[config.mk]
export PLATFORM = sky130hd
export DESIGN_NAME = osd_blink_reverse
export DESIGN_NICKNAME = d
export VERILOG_FILES = /design/src/rtl/osd_blink_pkg.sv /design/src/rtl/osd_blink_timer.sv /design/src/rtl/osd_dot_select.sv /design/src/rtl/osd_blink_reverse.sv
export SDC_FILE = /design/constraint.sdc
export NUM_CORES = 1
export LEC_CHECK = 0
export ABC_AREA = 1
export BUFFER_PORTS_ARGS = -buffer_cell sky130_fd_sc_hd__buf_4
export CAP_MARGIN = 30
export CORE_AREA = 2 2 39 41
export CTS_BUF_LIST = sky130_fd_sc_hd__clkbuf_4
export CTS_CLUSTER_DIAMETER = 80
export DETAILED_ROUTE_END_ITERATION = 10
export DIE_AREA = 0 0 41 43
export GPL_TIMING_DRIVEN = 0
export PLACE_DENSITY = 0.61
export SETUP_SLACK_MARGIN = 0.15
export SYNTH_ARGS = -nofsm -noshare
export SYNTH_HDL_FRONTEND = slang
export SYNTH_SLANG_ARGS = --single-unit
[constraint.sdc]
create_clock -name clk -period 1.7 [get_ports clk]
set_clock_uncertainty 0.1 [all_clocks]
set_input_delay 0.34 -clock clk [delete_from_list [all_inputs] [get_ports clk]]
set_output_delay 0.34 -clock clk [all_outputs]
set_load 0.01 [all_outputs]
[src/rtl/osd_blink_pkg.sv]
package osd_blink_pkg;

    typedef enum logic [1:0] {
        LVL_NONE = 2'd0,
        LVL_CHAR = 2'd1,
        LVL_BOX  = 2'd2
    } dot_level_e;

    typedef struct packed {
        logic char_on;
        logic box_on;
    } dot_out_t;

    function automatic dot_out_t level_to_out(dot_level_e lvl);
        dot_out_t o;
        o.char_on = (lvl == LVL_CHAR);
        o.box_on  = (lvl == LVL_BOX);
        return o;
    endfunction

endpackage

[src/rtl/osd_blink_timer.sv]
module osd_blink_timer #(
    parameter int SHORT_FIELDS = 15,
    parameter int LONG_FIELDS  = 30
) (
    input  logic clk,
    input  logic rst_n,
    input  logic field_stb,
    input  logic blink_en,
    input  logic blink_slow,
    output logic hidden
);
    localparam int CW = $clog2(LONG_FIELDS + 1);
    localparam logic [CW-1:0] SHORT_LAST = CW'(SHORT_FIELDS - 1);
    localparam logic [CW-1:0] LONG_LAST  = CW'(LONG_FIELDS - 1);

    typedef struct packed {
        logic [CW-1:0] cnt;
        logic          hidden;
    } tmr_t;

    tmr_t st_d, st_q;
    logic [CW-1:0] last_cnt;

    always_comb begin
        st_d     = st_q;
        last_cnt = blink_slow ? LONG_LAST : SHORT_LAST;
        if (!blink_en) begin
            st_d.cnt    = '0;
            st_d.hidden = 1'b0;
        end else if (field_stb) begin
            if (st_q.cnt >= last_cnt) begin
                st_d.cnt    = '0;
                st_d.hidden = ~st_q.hidden;
            end else begin
                st_d.cnt = st_q.cnt + 1'b1;
            end
        end
    end

    always_ff @(posedge clk or negedge rst_n) begin
        if (!rst_n) st_q <= '0;
        else        st_q <= st_d;
    end

    assign hidden = st_q.hidden;

endmodule

[src/rtl/osd_dot_select.sv]
module osd_dot_select
    import osd_blink_pkg::*;
(
    input  logic clk,
    input  logic rst_n,
    input  logic font_px,
    input  logic attr_blink,
    input  logic win_valid,
    input  logic disp_en,
    input  logic blink_en,
    input  logic reverse_en,
    input  logic hidden,
    output logic char_on,
    output logic box_on
);
    dot_out_t   out_d, out_q;
    dot_level_e lvl;
    logic       blink_now;
    logic       inv_now;
    logic       blank_now;
    logic       fg;

    always_comb begin
        blink_now = attr_blink && blink_en && hidden;
        // reversed characters swap form in the hidden phase instead of vanishing
        inv_now   = reverse_en && !blink_now;
        blank_now = blink_now && !reverse_en;
        fg        = font_px ^ inv_now;
        if (!(disp_en && win_valid) || blank_now) lvl = LVL_NONE;
        else if (fg)                              lvl = LVL_CHAR;
        else                                      lvl = LVL_BOX;
        out_d = level_to_out(lvl);
    end

    always_ff @(posedge clk or negedge rst_n) begin
        if (!rst_n) out_q <= '0;
        else        out_q <= out_d;
    end

    assign char_on = out_q.char_on;
    assign box_on  = out_q.box_on;

endmodule

[src/rtl/osd_blink_reverse.sv]
module osd_blink_reverse #(
    parameter int SHORT_FIELDS = 15,
    parameter int LONG_FIELDS  = 30
) (
    input  logic clk,
    input  logic rst_n,
    input  logic font_px,
    input  logic attr_blink,
    input  logic win_valid,
    input  logic field_stb,
    input  logic disp_en,
    input  logic blink_en,
    input  logic blink_slow,
    input  logic reverse_en,
    output logic char_on,
    output logic box_on
);
    logic blink_hidden;

    osd_blink_timer #(
        .SHORT_FIELDS(SHORT_FIELDS),
        .LONG_FIELDS (LONG_FIELDS)
    ) u_timer (
        .clk       (clk),
        .rst_n     (rst_n),
        .field_stb (field_stb),
        .blink_en  (blink_en),
        .blink_slow(blink_slow),
        .hidden    (blink_hidden)
    );

    osd_dot_select u_sel (
        .clk       (clk),
        .rst_n     (rst_n),
        .font_px   (font_px),
        .attr_blink(attr_blink),
        .win_valid (win_valid),
        .disp_en   (disp_en),
        .blink_en  (blink_en),
        .reverse_en(reverse_en),
        .hidden    (blink_hidden),
        .char_on   (char_on),
        .box_on    (box_on)
    );

endmodule

* Word level (Yosys, flattened, before mapping)
Index checks and enable logic that the tools add are counted.
** Operators by class
- $add $sub $neg :: 1
- Multiply operators :: 0
- Divide/modulo/power cells :: 0
- Order comparisons :: 1
- Equality and inequality tests :: 4
- Shifts and indexed selects :: 0
- Multiplexer cells :: 7
- Bitwise gates (word level) :: 2
- Reduce and logical (&&, ||, !) cells :: 10
** Operator list (number)
- 6-bit 2-to-1 mux :: 2
- 5-bit 2-to-1 mux :: 2
- 5-bit by 1-bit adder with 5-bit output (second input constant) :: 1
- 5-bit >= comparator :: 1
- 1-bit logical AND :: 5
- 2-bit 2-to-1 mux :: 2
- 1-bit logical NOT :: 3
- 2-bit by 1-bit equality test with 1-bit output (second input constant) :: 1
- 2-bit equality test (second input constant) :: 1
- 2-bit by 1-bit != test with 1-bit output (second input constant) :: 1
- 2-bit != test (second input constant) :: 1
- 2-bit AND reduction :: 1
- 1-bit logical OR :: 1
- 1-bit 2-to-1 mux :: 1
- 1-bit NOT :: 1
- 1-bit XOR :: 1
** Word-level totals
- Register bits after elaboration :: 8
- Bits in latches :: 0
- Bits in writable memories :: 0
- ROM bits :: 0
- Bits of input ports :: 10
- Word-level logic and storage cells :: 29
- Memories :: 0

* Longest topological paths before layout
- Word-level depth :: 8
- Depth in mapped cells :: 10

* Hierarchy
Synthesis repeated with hierarchy kept, for this count alone.
** Unflattened totals
- Cell total of the unflattened synthesis :: 67
- Area total of the unflattened synthesis :: 534.3 µm²
** Modules (own cells, without submodules)
- osd_blink_timer :: instances 1, cells each 52, area each 422.9 µm²
- osd_dot_select :: instances 1, cells each 15, area each 111.4 µm²

* Worst setup path after synthesis
No wires, ideal clock.
- Kind :: register to register
- Start point :: register u_timer.st_q[2] (netlist name)
- End point :: register u_timer.st_q (netlist bit u_timer.hidden)
- Arrival time :: 1.062 ns
- Required time :: 1.484 ns
- Path slack :: 0.422 ns
- Stages on the path, launching flop included :: 9
- Buffers on the path :: 0
- Period minus slack after synthesis :: 1.278 ns
- Cells stage by stage :: dfrtp_1 ha_1 nand2_1 nand3_1 nand2_2 nand2_4 nand2_1 nand2_1 nand2_1
** Between the ends
- Word-level cells in the longest chain between the ends :: 3
** RTL lines
- start: declaration :: line osd_blink_timer.sv:21 : tmr_t st_d, st_q;
- start signal: assignment :: line osd_blink_timer.sv:42 : else st_q <= st_d;
- 5-bit >= comparator :: line osd_blink_timer.sv:31 : if (st_q.cnt >= last_cnt) begin
- 2-bit by 1-bit != test with 1-bit output (no line)
- 2-bit AND reduction (no line)
Every way passes these cells.
A chain may end at the register's enable or synchronous reset.

* Worst setup path after layout
- Start point :: register u_timer.st_q[2] (netlist name)
- End point :: register u_timer.st_q[1] (netlist name)
** Between the ends
- Word-level cells in the longest chain between the ends :: 4
** RTL lines
- 5-bit >= comparator :: line osd_blink_timer.sv:31
- 5-bit 2-to-1 mux :: line osd_blink_timer.sv:31
- 6-bit 2-to-1 mux :: line osd_blink_timer.sv:30 : end else if (field_stb) begin
- 6-bit 2-to-1 mux :: line osd_blink_timer.sv:27 : if (!blink_en) begin
Every way passes these cells. The select of a mux whose other input is x is not followed.

==> flow_summary.yaml <==
status:
  run_status: "finished clean"
sta:
  hold_viol_final: 0
  setup_tns_ps: 0
  period_needed_ps: 1390
  whs_ps: 257
  rsz0062_at_grt: "no"
  setup_viol: 0
  slew_headroom_pct: 85.4
  fin_crit_sh_pct: 81.5
  finalMaxSlewViolations: 0
  fmax_ghz: 0.722
  finalWorstSetupSlack_ps: 315
  tightest_slew_ps: 217
clock_network:
  clockBufferDepth: 2
  root_buffer: "clkbuf_4"
  clkTransAtPathRegs_ps: 60
  cts_resized: 0
  cts_tree: "built"
  cts.sinks: 8
  insertion_delay_ps: 260
  htreeDepth: 1
  numCtsBuffers: 3
critical_path:
  critPathKind: "flip-flop to flip-flop"
  start_kind: "flip-flop"
  crit_chain: "ha_1, nand2_1, nand3_1, nand2_2, nand2_4, o21ai_0"
  required_ps: 1770
  cp_slowest_cell: "dfrtp_1"
  cp.arrival_ps: 1460
  critical_path.max_stage_delay_ps: 420
  path_max_fanout: 7
  worst_setup_path_end_kind: "flip-flop"
routing:
  routed_via_density: 4.51
  drtAntennaViolNets: 0
  post_drt_wl_per_cell_um: 9.20
  first_iter_violations: 1
  firstDrtPassIters: 2
  vias: 424
  route.final.wire_length_um: 865
  drc: 0
global_routing:
  antenna_found_initial: 0
  grt_pass1_vias: 432
  grt_pass1_wl_mm: 1.68
  grt-ovfl-total: 0
  grt_util_all_layers_pct: 14.2
  grt_max_degree: 11
final_layout:
  fin_util_pct: 45.3
  syn_to_final_growth_pct: 27.5
  seqCellArea_um2: 200
  fillCellCount: 163
  fin_nets: 94
  drive_above_1_share_pct: 24.4
  layout.cells.non_filler: 94
  multi_input_area_um2: 250
  fin_area_um2: 627
  diodes: 0
floorplanning:
  core_area_um2: 1380
  start_util_pct: 35.5
  pin_count: 12
  num_rows: 14
  die-area_um2: 1760
  die_y_um: 43
  fp.dieW_um: 41
yosys:
  ys_seq_area_share_pct: 40.7
  syn_inst: 63
  ys.warnings.count: 0
  yosys_register_bits: 8
  synth_top_area_share_pct: 40.7
  syn_nets: 77
  synth_top_area_cell: "dfrtp_1"
  syn_avg_cell_area_um2: 7.81
  syn_area_um2: 492
  synth_area_leaders: "dfrtp_1, nand2_1, ha_1"
  synth_cell_types: 17
place:
  gp_congestion: 0.698
  place_ws_ps: 260
  placed_cell_area_um2: 594
  portBuffers: 11
  dpl.cell_count: 90
  dpl.hpwl_um: 713
flow_run:
  max_cap_violations: 0
power_and_ir_drop:
  max-vdd-ir-drop_v: 0.000320
  leakagePower_nw: 0.336
  p_per_area_nw_per_um2: 741
  power_mw: 0.464
min_path:
  hold_path_class: "input pin to flip-flop"
kinds of logic (layout without fill, tap and decap cells):
logic type,count (synthesis),in the layout,synth area share [%]
AO/OA/AOI/OAI,7,7,8.14
XOR/XNOR,2,2,3.56
adder cells (fa/ha/maj),4,4,10.2
buffers and inverters,10,25,8.40
flip-flops,8,8,40.7
AND/OR/NAND/NOR,32,32,29.0
what timing repair did:
item	4_1_cts	5_1_grt
buffers inserted	0	0
endpoints found under the hold margin	8	0
hold buffers	1	0
registers in the layout, indices dropped and copies added, names as in the netlist:
name and cells:
u_timer.st_q 5, u_sel.box_on 1, u_sel.char_on 1, u_timer.hidden 1
final timing paths:
check                           startpoint               to  slack, ps  cells past startpoint
min in group asynchronous            rst_n   u_timer.hidden        330                      2
hold reg to reg             u_timer.hidden   u_timer.hidden        400                      2
hold / removal                     font_px     u_sel.box_on        260                      3
setup reg to reg           u_timer.st_q[2]  u_timer.st_q[1]        310                      6
max in group asynchronous            rst_n  u_timer.st_q[4]       1040                      2
setup / recovery           u_timer.st_q[2]  u_timer.st_q[1]        310                      6
cells in the mapped netlist:
master	instances
nand2_1	18
inv_1	9
dfrtp_1	8
nor2_1	5
ha_1	4
nand3_1	4
a21oi_1	3
nand2_2	2
o21ai_0	2
buf_4	1
nand2_4	1
nor2_2	1
nor2b_1	1
o211ai_1	1
o21bai_1	1
xnor2_1	1
xor2_1	1
metal layers:
layer / vias to the layer above / share of wire (%) / GRT usage, %
li1: 227 / - / -
met1: 183 / 44 / 18.1
met2: 12 / 47 / 20.9
met3: 2 / 6.4 / 3.66
met4: 0 / 2.2 / 8.00
met5: - / 0 / 0
final cells by class:
type / instances / share of cell area [%]
Multi-Input combinational cell: 45 / 39.9
Clock buffer: 3 / 3.59
Buffer: 1 / 1.20
Timing Repair Buffer: 12 / 14.8
Tap cell: 16 / 3.19
Sequential cell: 8 / 31.9
Inverter: 9 / 5.39
power by group:
part | switching, mW | internal, mW
clock | 0.0688 | 0.0811
sequential | 0.0138 | 0.206
combinational | 0.0475 | 0.0471
layout by cell type, fill, tap and decap left out:
cell,netlist,final
xor2_1,1,1
ha_1,4,4
xnor2_1,1,1
dfrtp_1,8,8
nand2_2,2,2
clkbuf_4,0,3
o211ai_1,1,1
dlygate4sd3_1,0,1
buf_4,1,12
nor2_1,5,5
nand2_1,18,18
nand2_4,1,1
nor2b_1,1,1
nor2_2,1,1
nand3_1,4,4
o21ai_0,2,2
inv_1,9,9
o21bai_1,1,1
a21oi_1,3,3
worst max-delay path, delay by kind of cell (launching register included):
family / cells / cell delay, ps
compound gates: 1 / 160
fa+ha+maj: 1 / 310
flops: 1 / 420
simple gates: 4 / 300
(Power assumes the default switching activity.)
